==> src/rtl/uart_ovs_pkg.sv <==
package uart_ovs_pkg;
  typedef enum logic [1:0] {
    RX_IDLE  = 2'd0,
    RX_START = 2'd1,
    RX_DATA  = 2'd2,
    RX_STOP  = 2'd3
  } rx_st_e;
endpackage

==> src/rtl/uart_ovs_rstsync.sv <==
// Reset conditioner: assertion is immediate, release waits two clock edges.
module uart_ovs_rstsync (
  input  logic clk,
  input  logic rst_n,
  output logic rst_q_n
);
  logic stage1;
  logic stage2;

  always_ff @(posedge clk or negedge rst_n) begin
    if (!rst_n) begin
      stage1 <= 1'b0;
      stage2 <= 1'b0;
    end else begin
      stage1 <= 1'b1;
      stage2 <= stage1;
    end
  end

  assign rst_q_n = stage2;
endmodule

==> src/rtl/uart_ovs_sync.sv <==
// Two-flop synchroniser for the serial line; resets to the idle (high) level.
module uart_ovs_sync (
  input  logic clk,
  input  logic rst_n,
  input  logic din,
  output logic dout
);
  logic meta;
  logic held;

  always_ff @(posedge clk or negedge rst_n) begin
    if (!rst_n) begin
      meta <= 1'b1;
      held <= 1'b1;
    end else begin
      meta <= din;
      held <= meta;
    end
  end

  assign dout = held;
endmodule

==> src/rtl/uart_ovs_vote.sv <==
// Captures the first two mid-bit samples; the third is the live sample.
module uart_ovs_vote #(
  parameter int CW   = 5,
  parameter int V_LO = 8
) (
  input  logic          clk,
  input  logic          rst_n,
  input  logic          tick,
  input  logic [CW-1:0] cnt,
  input  logic          smp,
  output logic          maj,
  output logic          mixed,
  output logic          all_hi,
  output logic          any_hi
);
  logic v_first, v_second;
  logic v_first_n, v_second_n;

  always_comb begin
    v_first_n  = v_first;
    v_second_n = v_second;
    if (tick && cnt == CW'(V_LO))     v_first_n  = smp;
    if (tick && cnt == CW'(V_LO + 1)) v_second_n = smp;
  end

  always_ff @(posedge clk or negedge rst_n) begin
    if (!rst_n) begin
      v_first  <= 1'b0;
      v_second <= 1'b0;
    end else begin
      v_first  <= v_first_n;
      v_second <= v_second_n;
    end
  end

  assign all_hi = v_first & v_second & smp;
  assign any_hi = v_first | v_second | smp;
  assign maj    = (v_first & v_second) | (v_first & smp) | (v_second & smp);
  assign mixed  = any_hi & ~all_hi;
endmodule

==> src/rtl/uart_ovs_ctrl.sv <==
// Frame sequencer: edge qualification, sample counting, bit assembly, flags.
module uart_ovs_ctrl
  import uart_ovs_pkg::*;
#(
  parameter int OVS    = 16,
  parameter int DW_MAX = 9,
  parameter int CW     = 5,
  parameter int BW     = 4
) (
  input  logic              clk,
  input  logic              rst_n,
  input  logic              tick,
  input  logic              smp,
  input  logic              nine_sel,
  input  logic              maj,
  input  logic              mixed,
  input  logic              all_hi,
  input  logic              any_hi,
  output rx_st_e            st,
  output logic [CW-1:0]     cnt,
  output logic              nine_q,
  output logic [DW_MAX-1:0] rx_data,
  output logic              rx_valid,
  output logic              rx_noise,
  output logic              rx_ferr
);
  localparam int V_HI = OVS / 2 + 2;
  localparam int E_A  = OVS / 2 - 5;
  localparam int E_B  = OVS / 2 - 3;
  localparam int E_C  = OVS / 2 - 1;

  rx_st_e              st_n;
  logic [CW-1:0]       cnt_n;
  logic [BW-1:0]       bidx, bidx_n, last_idx;
  logic [DW_MAX-1:0]   shr, shr_n, dat_n;
  logic                nacc, nacc_n;
  logic [2:0]          hist, hist_n;
  logic                nine_n, val_n, noi_n, fe_n;

  assign last_idx = nine_q ? BW'(DW_MAX - 1) : BW'(DW_MAX - 2);

  always_comb begin
    st_n   = st;
    cnt_n  = cnt;
    bidx_n = bidx;
    shr_n  = shr;
    nacc_n = nacc;
    hist_n = hist;
    nine_n = nine_q;
    dat_n  = rx_data;
    val_n  = 1'b0;
    noi_n  = rx_noise;
    fe_n   = rx_ferr;
    if (tick) begin
      case (st)
        RX_IDLE: begin
          hist_n = {hist[1:0], smp};
          if (!smp && hist == 3'b111) begin
            st_n   = RX_START;
            cnt_n  = CW'(1);
            bidx_n = '0;
            shr_n  = '0;
            nacc_n = 1'b0;
            nine_n = nine_sel;
            noi_n  = 1'b0;
            fe_n   = 1'b0;
          end
        end
        RX_START: begin
          if (smp && (cnt == CW'(E_A) || cnt == CW'(E_B) || cnt == CW'(E_C)))
            nacc_n = 1'b1;
          if (cnt == CW'(OVS)) begin
            st_n  = RX_DATA;
            cnt_n = CW'(1);
          end else begin
            cnt_n = cnt + CW'(1);
          end
          if (cnt == CW'(V_HI)) begin
            if (all_hi) begin
              st_n   = RX_IDLE;
              hist_n = 3'b000;
            end else if (any_hi) begin
              nacc_n = 1'b1;
            end
          end
        end
        RX_DATA: begin
          if (cnt == CW'(V_HI)) begin
            shr_n[bidx] = maj;
            nacc_n      = nacc | mixed;
          end
          if (cnt == CW'(OVS)) begin
            cnt_n = CW'(1);
            if (bidx == last_idx) st_n = RX_STOP;
            else                  bidx_n = bidx + BW'(1);
          end else begin
            cnt_n = cnt + CW'(1);
          end
        end
        default: begin
          cnt_n = cnt + CW'(1);
          if (cnt == CW'(V_HI)) begin
            st_n   = RX_IDLE;
            hist_n = 3'b000;
            val_n  = 1'b1;
            dat_n  = shr;
            noi_n  = nacc | mixed;
            fe_n   = ~maj;
          end
        end
      endcase
    end
  end

  always_ff @(posedge clk or negedge rst_n) begin
    if (!rst_n) begin
      st       <= RX_IDLE;
      cnt      <= '0;
      bidx     <= '0;
      shr      <= '0;
      nacc     <= 1'b0;
      hist     <= 3'b000;
      nine_q   <= 1'b0;
      rx_data  <= '0;
      rx_valid <= 1'b0;
      rx_noise <= 1'b0;
      rx_ferr  <= 1'b0;
    end else begin
      st       <= st_n;
      cnt      <= cnt_n;
      bidx     <= bidx_n;
      shr      <= shr_n;
      nacc     <= nacc_n;
      hist     <= hist_n;
      nine_q   <= nine_n;
      rx_data  <= dat_n;
      rx_valid <= val_n;
      rx_noise <= noi_n;
      rx_ferr  <= fe_n;
    end
  end
endmodule

==> src/rtl/uart_ovs_rx.sv <==
module uart_ovs_rx
  import uart_ovs_pkg::*;
#(
  parameter int OVS    = 16,
  parameter int DW_MAX = 9
) (
  input  logic              clk,
  input  logic              rst_n,
  input  logic              tick_16x,
  input  logic              rxd,
  input  logic              nine_sel,
  output logic [DW_MAX-1:0] rx_data,
  output logic              rx_valid,
  output logic              rx_noise,
  output logic              rx_ferr
);
  localparam int CW   = $clog2(OVS + 1);
  localparam int BW   = $clog2(DW_MAX);
  localparam int V_LO = OVS / 2;

  logic          rst_q_n;
  logic          smp;
  logic          maj, mixed, all_hi, any_hi;
  rx_st_e        st;
  logic [CW-1:0] cnt;
  logic          nine_q;

  uart_ovs_rstsync u_rst (
    .clk     (clk),
    .rst_n   (rst_n),
    .rst_q_n (rst_q_n)
  );

  uart_ovs_sync u_sync (
    .clk   (clk),
    .rst_n (rst_q_n),
    .din   (rxd),
    .dout  (smp)
  );

  uart_ovs_vote #(.CW(CW), .V_LO(V_LO)) u_vote (
    .clk    (clk),
    .rst_n  (rst_q_n),
    .tick   (tick_16x),
    .cnt    (cnt),
    .smp    (smp),
    .maj    (maj),
    .mixed  (mixed),
    .all_hi (all_hi),
    .any_hi (any_hi)
  );

  uart_ovs_ctrl #(.OVS(OVS), .DW_MAX(DW_MAX), .CW(CW), .BW(BW)) u_ctrl (
    .clk      (clk),
    .rst_n    (rst_q_n),
    .tick     (tick_16x),
    .smp      (smp),
    .nine_sel (nine_sel),
    .maj      (maj),
    .mixed    (mixed),
    .all_hi   (all_hi),
    .any_hi   (any_hi),
    .st       (st),
    .cnt      (cnt),
    .nine_q   (nine_q),
    .rx_data  (rx_data),
    .rx_valid (rx_valid),
    .rx_noise (rx_noise),
    .rx_ferr  (rx_ferr)
  );
endmodule

==> config.mk <==
export PLATFORM = sky130hd
export DESIGN_NAME = uart_ovs_rx
export DESIGN_NICKNAME = d
export VERILOG_FILES = /design/src/rtl/uart_ovs_pkg.sv /design/src/rtl/uart_ovs_rstsync.sv /design/src/rtl/uart_ovs_sync.sv /design/src/rtl/uart_ovs_vote.sv /design/src/rtl/uart_ovs_ctrl.sv /design/src/rtl/uart_ovs_rx.sv
export SDC_FILE = /design/constraint.sdc
export NUM_CORES = 1
export LEC_CHECK = 0
export BUFFER_PORTS_ARGS = -buffer_cell sky130_fd_sc_hd__buf_2
export CORE_MARGIN = 2
export CORE_UTILIZATION = 32
export CTS_CLUSTER_DIAMETER = 200
export DETAILED_ROUTE_END_ITERATION = 7
export GPL_TIMING_DRIVEN = 0
export PLACE_DENSITY_LB_ADDON = 0.15
export REMOVE_ABC_BUFFERS = 1
export SLEW_MARGIN = 20
export SYNTH_ARGS = -nofsm -noshare
export SYNTH_HDL_FRONTEND = slang
export SYNTH_HIERARCHICAL = 1
export SYNTH_SLANG_ARGS = --single-unit
==> constraint.sdc <==
create_clock -name clk -period 4.67 [get_ports clk]
set_clock_uncertainty 0.2 [all_clocks]
set_input_delay 0.467 -clock clk [delete_from_list [all_inputs] [get_ports clk]]
set_output_delay 0.467 -clock clk [all_outputs]
set_load 0.03 [all_outputs]
**Word-level counts from Yosys, hierarchy flattened**

Cells that the tools add are included.

- Register bits after elaboration: 43
- Logic and storage cells: 117

- Add/subtract/negate cells: 2
- Bitwise logic cells: 15
- Magnitude comparators: 2
- Reductions and logical operators: 24
- Muxes and demuxes: 39
- Equality and inequality tests: 18

Operators with widths:

| operator | number |
|---|---|
| $mux 9 | 2 |
| $pmux 9 s2 | 1 |
| $mux 4 | 4 |
| $eq 5x4->1 const B | 3 |
| $reduce_and 5->1 | 3 |
| $mux 2 | 7 |
| $reduce_and 4->1 | 3 |
| $mux 1 | 11 |
| $eq 5x3->1 const B | 2 |
| $mux 5 | 2 |
| $ne 2x1->1 const B | 5 |
| $pmux 5 s2 | 1 |
| $bwmux 9 | 1 |
| $mux 3 | 3 |
| $pmux 3 s3 | 1 |
| $pmux 4 s2 | 1 |
| $pmux 2 s3 | 1 |
| $reduce_and 3->1 | 2 |
| $add 5x1->5 const B | 1 |
| $and 1x1->1 | 5 |
| $eq 5x2->1 const B | 1 |
| $eq 5x5->1 const B | 1 |
| $logic_and 1x1->1 | 5 |
| $lt 4x5->1 const B | 1 |
| 21 further kinds | 33 |

**Logic depth before layout (Yosys ltp)**

Gate-level depths: netlist of run 1.

- Depth after elaboration: 9
- Depth in mapped cells: 9
- Depth with buffers taken out: 7

**Hierarchy**

Netlist of run 1, hierarchy kept.

By module, submodules not included:

| module | cells each | seq. area each (µm²) | area an instance (µm²) | times used |
|---|---|---|---|---|
| uart_ovs_ctrl | 201 | 925.9 | 2011.9 | 1 |
| uart_ovs_vote | 14 | 50.0 | 137.6 | 1 |
| uart_ovs_rstsync | 3 | 50.0 | 53.8 | 1 |
| uart_ovs_sync | 2 | 52.6 | 52.6 | 1 |

**Least setup slack after synthesis of run 1**

No wires, ideal clock.

- Kind: register to register
- From: register u_ctrl.st[0]
- To: register u_ctrl.bidx[2]
- Stages on the path, launching flop included: 8
- Arrival time: 1791 ps
- Slack: 2613 ps
- Required time: 4404 ps
- Buffers on the path: 1
- Period minus slack after synthesis: 2057 ps
- Cell sequence: dfrtp_1 -> inv_1 -> ha_1 -> buf_4 -> o41ai_2 -> o32a_4 -> or4_1 -> nand2_1

- Cells in the longest elaborated chain, start to end: 3
- Elaborated cells on any way between the ends: 8
- Those cells by class: eq/ne: 4; mux: 1; reduce/logical: 3

Ends and longest elaborated chain:

| element | line | source |
|---|---|---|
| from (decl) | uart_ovs_ctrl.sv:19 | `output rx_st_e st,` |
| from (signal assigned) | uart_ovs_ctrl.sv:129 | `st <= st_n;` |
| $eq 2x2->1 / $logic_not 2->1 (equally long branches) | uart_ovs_ctrl.sv:55 | `case (st)` |
| $ne 2x1->1 (no source line) (tied with other cells) | -- |  |
| $reduce_and 5->1 (no source line) | -- |  |
| to (signal assigned) | uart_ovs_ctrl.sv:131 | `bidx <= bidx_n;` |
| to (decl) | uart_ovs_ctrl.sv:34 | `logic [BW-1:0] bidx, bidx_n, last_idx;` |

Several ways; a longest one is shown, not always the timed one.
A chain may end at the register's enable or synchronous reset.

**Worst setup path in the final report of run 1**

- From: register u_ctrl.st[1]
- To: register u_ctrl.shr[2]

- Cells in the longest elaborated chain, start to end: 3
- Elaborated cells on any way between the ends: 7
- Those cells by class: eq/ne: 3; mux: 1; reduce/logical: 3

Ends and longest elaborated chain:

| element | line | source |
|---|---|---|
| $eq 2x2->1 / $logic_not 2->1 (equally long branches) | uart_ovs_ctrl.sv:55 |  |
| $ne 2x1->1 (no source line) / $reduce_bool 2->1 (equally long branches) | -- |  |
| $reduce_and 4->1 (no source line) | -- |  |
| to (signal assigned) | uart_ovs_ctrl.sv:132 | `shr <= shr_n;` |
| to (decl) | uart_ovs_ctrl.sv:35 | `logic [DW_MAX-1:0] shr, shr_n, dat_n;` |

Several ways; a longest one is shown, not always the timed one.

==> impl_results.md, run 1 <==
- Most frequent cell after synthesis: dfrtp_1
- Final setup TNS: 0 ns
- Die Span Y: 88.0 um
- Prevailing post-synth register cell: dfrtp_1
- Router iterations before antenna repair: 4
- DR WL/cell: 13.8 um
- Least-Margin Pin Slew: 0.758 ns
- Leakage: 1.16 nW
- Clock Tree Buf Depth: 2
- Post-DRT Antenna Nets: 0
- Reg2reg setup slack: 1.98 ns
- Outcome: finished, final reports clean
- 1st-iter DRT viols: 72
- Core area: 0.00679 sq mm
- Top achievable clock speed: 372 MHz
- Synth top cells by count: dfrtp_1 (41), nand2_1 (37), o21ai_0 (15)
- NumNets Final: 255
- H-tree depth: 2
- Max Slew Vio Count: 0
- Placer Congestion: 0.714
- CTS tree: done
- Async set-reset flop share out of synthesis: 1.00
- Worst-path fanout max: 13
- Type of origin of the critical path: flop
- Sequential share of the synthesized area: 0.478
- Synth area leader: dfrtp_1
- Max stage delay on crit path: 0.48 ns
- Worst-path cell chain: inv_1, ha_1, inv_1, o21a_1, nand4_1, nor3_1, a22o_1
- CTS buffer count: 5
- Ant diodes: 0
- Critical Path Most Common Cell: inv_1
- Vias in the first global route: 1,636
- Critical Path AT: 2.72 ns
- Share of layout cells above drive strength 1: 0.184
- Die span in x: 88.0 um
- CTS Root Cell: clkbuf_8
- First-pass GRT wire length: 7.82 mm
- Tcrit/Tclk final: 0.575
- CP Data Required Time: 4.70 ns
- Avg Vias per Cell: 4.85
- Initial antenna violation count: 0
- Die ar.: 0.00774 sq mm
- Synth area leaders: dfrtp_1 (45%), ha_1 (6.7%), nand2_1 (6.2%)
- Setup ws final: 1.98 ns
- Hold Slack: 0.00175 ns
- Cells after Synth: 220
- Reg clk slew, reported paths: 0.09 ns
- Setup CP Type: flop to flop
- Overall routed net length: 4.62 mm
- # fillers: 685
- Boundary Pins: 17
- Register bit count reported by yosys: 43
- Post-Syn Area: 0.00226 sq mm
- Final Util: 0.381
- RSZ-0062 raised after global routing: false
- Post-DP HPWL: 3.24 mm
- Pwr Density: 448 mW/mm^2
- Via count: 1,624
- Post-layout min period: 2.69 ns
- Cell Rows: 30
- Delay-heaviest family, CP: simple AND/OR/NAND/NOR gates
- Hold WC Path Type: flop to async pin
- Share of the synthesized area in the top cell type: 0.455
- Netlist cell types: 46
- Clk_lat worst skew: 0.29 ns
- CP endpoint kind: flop
- Buffers added on ports: 16
- Post-synth EDFFs: 0
- DR DRC count: 0
- Setup WS pre-CTS: 2.00 ns
- Area grow syn2layout: 14.6%
- Synth Warn #: 6
- WP buf/inv: 2
- Gr usage total: 0.131
- Max transition margin: 0.491
- Largest net degree at the start of global routing: 26
- VDD IR max: 0.000168 V
- Hold Violations, Final: 0
- CTS sink count: 43
- Starting Density: 0.332
- # setup viols final: 0
- Total gr overflow: 0
- CP max-delay cell: nor3_1
- Mean Syn Cell Area: 10.3 sq um
- Number of max-cap violations: 0
-- cells by family after synthesis --
group | after synthesis | synth area share
other cells | 1 | 0.00166
fa+ha+maj | 13 | 0.0710
buf+inv | 18 | 0.0333
flops | 43 | 0.478
simple gates | 82 | 0.191
xor+xnor | 3 | 0.0116
compound gates | 47 | 0.148
mux | 13 | 0.0649
-- layer usage --
metal / GRT usage / routed length, um / vias to the layer above
li1: - / - / 822
met1: 0.176 / 2370 / 782
met2: 0.217 / 2130 / 18
met3: 0.0283 / 98 / 2
met4: 0.0294 / 13 / 0
met5: 0 / 0 / -
-- final cells by class --
type	instances	area [sq um]	share of cell area
Sequential cell	43	1080	0.418
Clock buffer	6	72.6	0.0281
Clock inverter	2	60.1	0.0232
Multi-Input combinational cell	159	1100	0.426
Tap cell	96	120	0.0464
Inverter	11	41.3	0.0160
Timing Repair Buffer	18	110	0.0426
-- path summary, 6_finish.rpt --
kind | start | end | depth (start not counted)
max in group asynchronous | u_rst/rst_q_n | u_ctrl/rx_noise | 1
max | u_ctrl/st[1] | u_ctrl/shr[2] | 7
min in group clk | rxd | u_sync/meta | 1
min | u_rst/rst_q_n | u_ctrl/shr[4] | 0
min reg2reg | u_rst/rst_q_n | u_ctrl/shr[4] | 0
max reg2reg | u_ctrl/st[1] | u_ctrl/shr[2] | 7
-- through the flow --
stage / instance area (sq um) / power [W] / std cells
2_1_floorplan: 2220 / 0.000731 / 213
3_3_place_gp: 2420 / 0.000817 / 325
3_5_place_dp: 2440 / 0.000822 / 326
4_1_cts: 2590 / 0.00117 / 335
5_1_grt: 2590 / 0.00125 / 335
6_report: 2590 / 0.00116 / 335
-- sequential cells by signal (all words and copies together), names as in the netlist --
name,count
u_ctrl/rx_data,9
u_ctrl/shr,9
u_ctrl/cnt,5
u_ctrl/bidx,4
u_ctrl/hist,3
u_ctrl/st,2
u_ctrl/nacc,1
u_ctrl/nine_q,1
u_ctrl/rx_ferr,1
u_ctrl/rx_noise,1
u_ctrl/rx_valid,1
u_rst/rst_q_n,1
u_rst/stage1,1
u_sync/dout,1
u_sync/meta,1
u_vote/v_first,1
u_vote/v_second,1
-- cell usage in the layout (no fill, tap or decap), types with 3 or more instances in the layout --
master    Yosys  final
dfrtp_1      41     40
nand2_1      37     37
buf_2         3     16
o21ai_0      15     15
ha_1         12     12
inv_1        11     11
mux2_2       11     11
a22o_1       11     11
nor2_1        9      9
a21oi_1       6      6
clkbuf_8      0      5
nor3_1        4      4
nand4_1       4      4
nor4_1        4      4
and3_1        3      3
xor2_1        3      3
nand3_1       3      3
or4_1         3      3
-- timing repair --
item	CTS	global route
buffers inserted	0	0
setup endpoints to repair	0	0
resized for setup	0	0
hold buffers	1	0
endpoints found under the hold margin	2	0
-- report_power, final --
| group | total, W | internal, W | switching (W) |
|---|---|---|---|
| registers | 0.000490 | 0.000426 | 0.0000638 |
| logic | 0.000324 | 0.000133 | 0.000191 |
| clock network | 0.000344 | 0.000214 | 0.000130 |
Note: power is estimated with default switching activity, not from simulation.
==> inputs of run 2 (changes only) <==
- clock period: 4.67 -> 2.3 ns (I/O delays scaled with it)
==> run 2 against run 1 <==
Compared with the run above:
- cell area rose by 4.4%
- critical path depth decreased by 1
- sequential power increased by 100%
- global-route usage barely moved
- maximum frequency increased by 22%
- utilization is 1.7 points higher
- sequential share of layout area shrank 1.6 points
- combinational power rose by 130%
- non-clock buffer count is 5 higher
- power grew 110%
- first-iteration DRC count decreased by 21%
- register-to-register slack got worse by 1.9 ns
- largest cell class unchanged
- highest routed layer unchanged
==> impl_results.md, run 2 (same netlist as run 1, synthesis figures left out) <==
- Outcome: finished, final reports clean
- Setup ws final: 0.103 ns
- Clock Tree Buf Depth: 2
- Final setup TNS: 0 ns
- NumNets Final: 260
- Worst-path cell chain: inv_1, ha_1, nand4bb_4, o32a_4, or4_1, nand2_1
- Max stage delay on crit path: 0.47 ns
- Via count: 1,662
- Post-layout min period: 2.20 ns
- Max transition margin: 0.548
- Area grow syn2layout: 19.6%
- Router iterations before antenna repair: 5
- Sw Ratio: 0.339
- Post-DRT Antenna Nets: 0
- Buffers added on ports: 16
- Post-DP HPWL: 3.24 mm
- First-pass GRT wire length: 7.90 mm
- Placed Cells: 326
- Most frequent cells in the layout: dfrtp_1 (38), nand2_1 (37), buf_2 (16)
- H-tree depth: 2
- Die Span Y: 88.0 um
- Least-Margin Pin Slew: 0.674 ns
- CP endpoint kind: flop
- Share of layout cells above drive strength 1: 0.242
- Register area: 0.00108 sq mm
- RSZ-0062 raised after global routing: false
- Power share of the combinational group: 0.302
- Largest net degree at the start of global routing: 26
- CTS buffer count: 5
- Clk_lat worst skew: 0.29 ns
- CP Data Required Time: 2.33 ns
- Ant diodes: 0
- CTS tree: done
- Hold WC Path Type: flop to async pin
- Commonest non-fill, non-tap cell in the layout: dfrtp_1
- Max Slew Vio Count: 0
- Overall routed net length: 4.80 mm
- # fillers: 676
- Clock share of power: 0.287
- Vias in the first global route: 1,662
- Gr usage total: 0.131
- Final Util: 0.397
- DR DRC count: 0
- Multi-input logic area: 0.00117 sq mm
- FF-to-FF path depth: 6
- Placer Congestion: 0.714
- Hold Violations, Final: 0
- Worst-path fanout max: 7
- # setup viols final: 0
- Total gr overflow: 0
- Tcrit/Tclk final: 0.955
- CTS Root Cell: clkbuf_8
- Type of origin of the critical path: flop
- Die span in x: 88.0 um
- Die ar.: 0.00774 sq mm
- Top flop regs: u_ctrl/rx_data: 9 flops, u_ctrl/shr: 9 flops, u_ctrl/cnt: 5 flops
- Cell Rows: 30
- Setup CP Type: flop to flop
- CTS sink count: 43
- Core area: 0.00679 sq mm
- Reg clk slew, reported paths: 0.09 ns
- VDD IR max: 0.000343 V
- Sw Pwr: 0.000825 W
- Leakage: 1.18 nW
- Top achievable clock speed: 455 MHz
- Fin cells: 340
- Boundary Pins: 17
- Flop pwr share: 0.411
- Pwr Density: 903 mW/mm^2
- Internal: 0.00161 W
- DR WL/cell: 14.1 um
- Initial antenna violation count: 0
- Starting Density: 0.332
- Critical Path AT: 2.23 ns
- Number of max-cap violations: 0
- Hold Slack: 0.0000818 ns
- Avg Vias per Cell: 4.89
- CP max-delay cell: dfrtp_2
- Setup WS pre-CTS: -0.369 ns
- 1st-iter DRT viols: 57
run 2: worst max-delay path, delay by kind of cell (launching register included):
family                   cells  cell delay [ns]
buffers and inverters        1             0.14
AND/OR/NAND/NOR              3             0.73
adder cells (fa/ha/maj)      1             0.24
AO/OA/AOI/OAI                1             0.38
flip-flops                   1             0.47
run 2: layer usage:
| metal | vias to the layer above | routed length, um | GRT usage |
|---|---|---|---|
| li1 | 828 | - | - |
| met1 | 811 | 2440 | 0.175 |
| met2 | 21 | 2240 | 0.220 |
| met3 | 2 | 103 | 0.0283 |
| met4 | 0 | 13 | 0.0294 |
| met5 | - | 0 | 0 |
run 2: final timing paths:
check | startpoint | end | slack, ns
worst max register to register | u_ctrl/cnt[0] | u_ctrl/bidx[2] | 0.10
min in group clk | u_rst/stage1 | u_rst/rst_q_n | 0.16
worst min-delay path | u_rst/rst_q_n | u_ctrl/shr[4] | 0.00008
max in group asynchronous | u_rst/rst_q_n | u_ctrl/st[1] | 1.42
worst max-delay path | u_ctrl/cnt[0] | u_ctrl/bidx[2] | 0.10
worst min register to register | u_rst/rst_q_n | u_ctrl/shr[4] | 0.00008
run 2: cell type report:
type	instances	share of cell area
clock buffers	6	0.0269
clock inverters	2	0.0223
inverters	11	0.0153
multi-input cells	159	0.433
flip-flops and latches	43	0.401
well taps	96	0.0445
repair buffers	23	0.0566
run 2: what timing repair did:
action,4_1_cts,5_1_grt
pin swaps,1,0
setup endpoints to repair,34,23
setup buffers,2,1
gates resized for setup,11,8
gates cloned,0,0
endpoints found under the hold margin,4,0
hold buffers,3,0
run 2: metrics by stage:
step	instance area [sq um]	total power [W]
floorplan	2220	0.00148
global placement	2420	0.00166
detailed placement	2440	0.00167
CTS	2670	0.00242
global route	2700	0.00261
finish	2700	0.00244
run 2: power by group through the flow:
stage / logic, W / clock network (W) / registers [W]
finish: 0.000737 / 0.000699 / 0.00100
global route: 0.000828 / 0.000766 / 0.00102
CTS: 0.000695 / 0.000724 / 0.000996
detailed placement: 0.000662 / 0 / 0.00101
global placement: 0.000647 / 0 / 0.00101
floorplan: 0.000485 / 0 / 0.00100
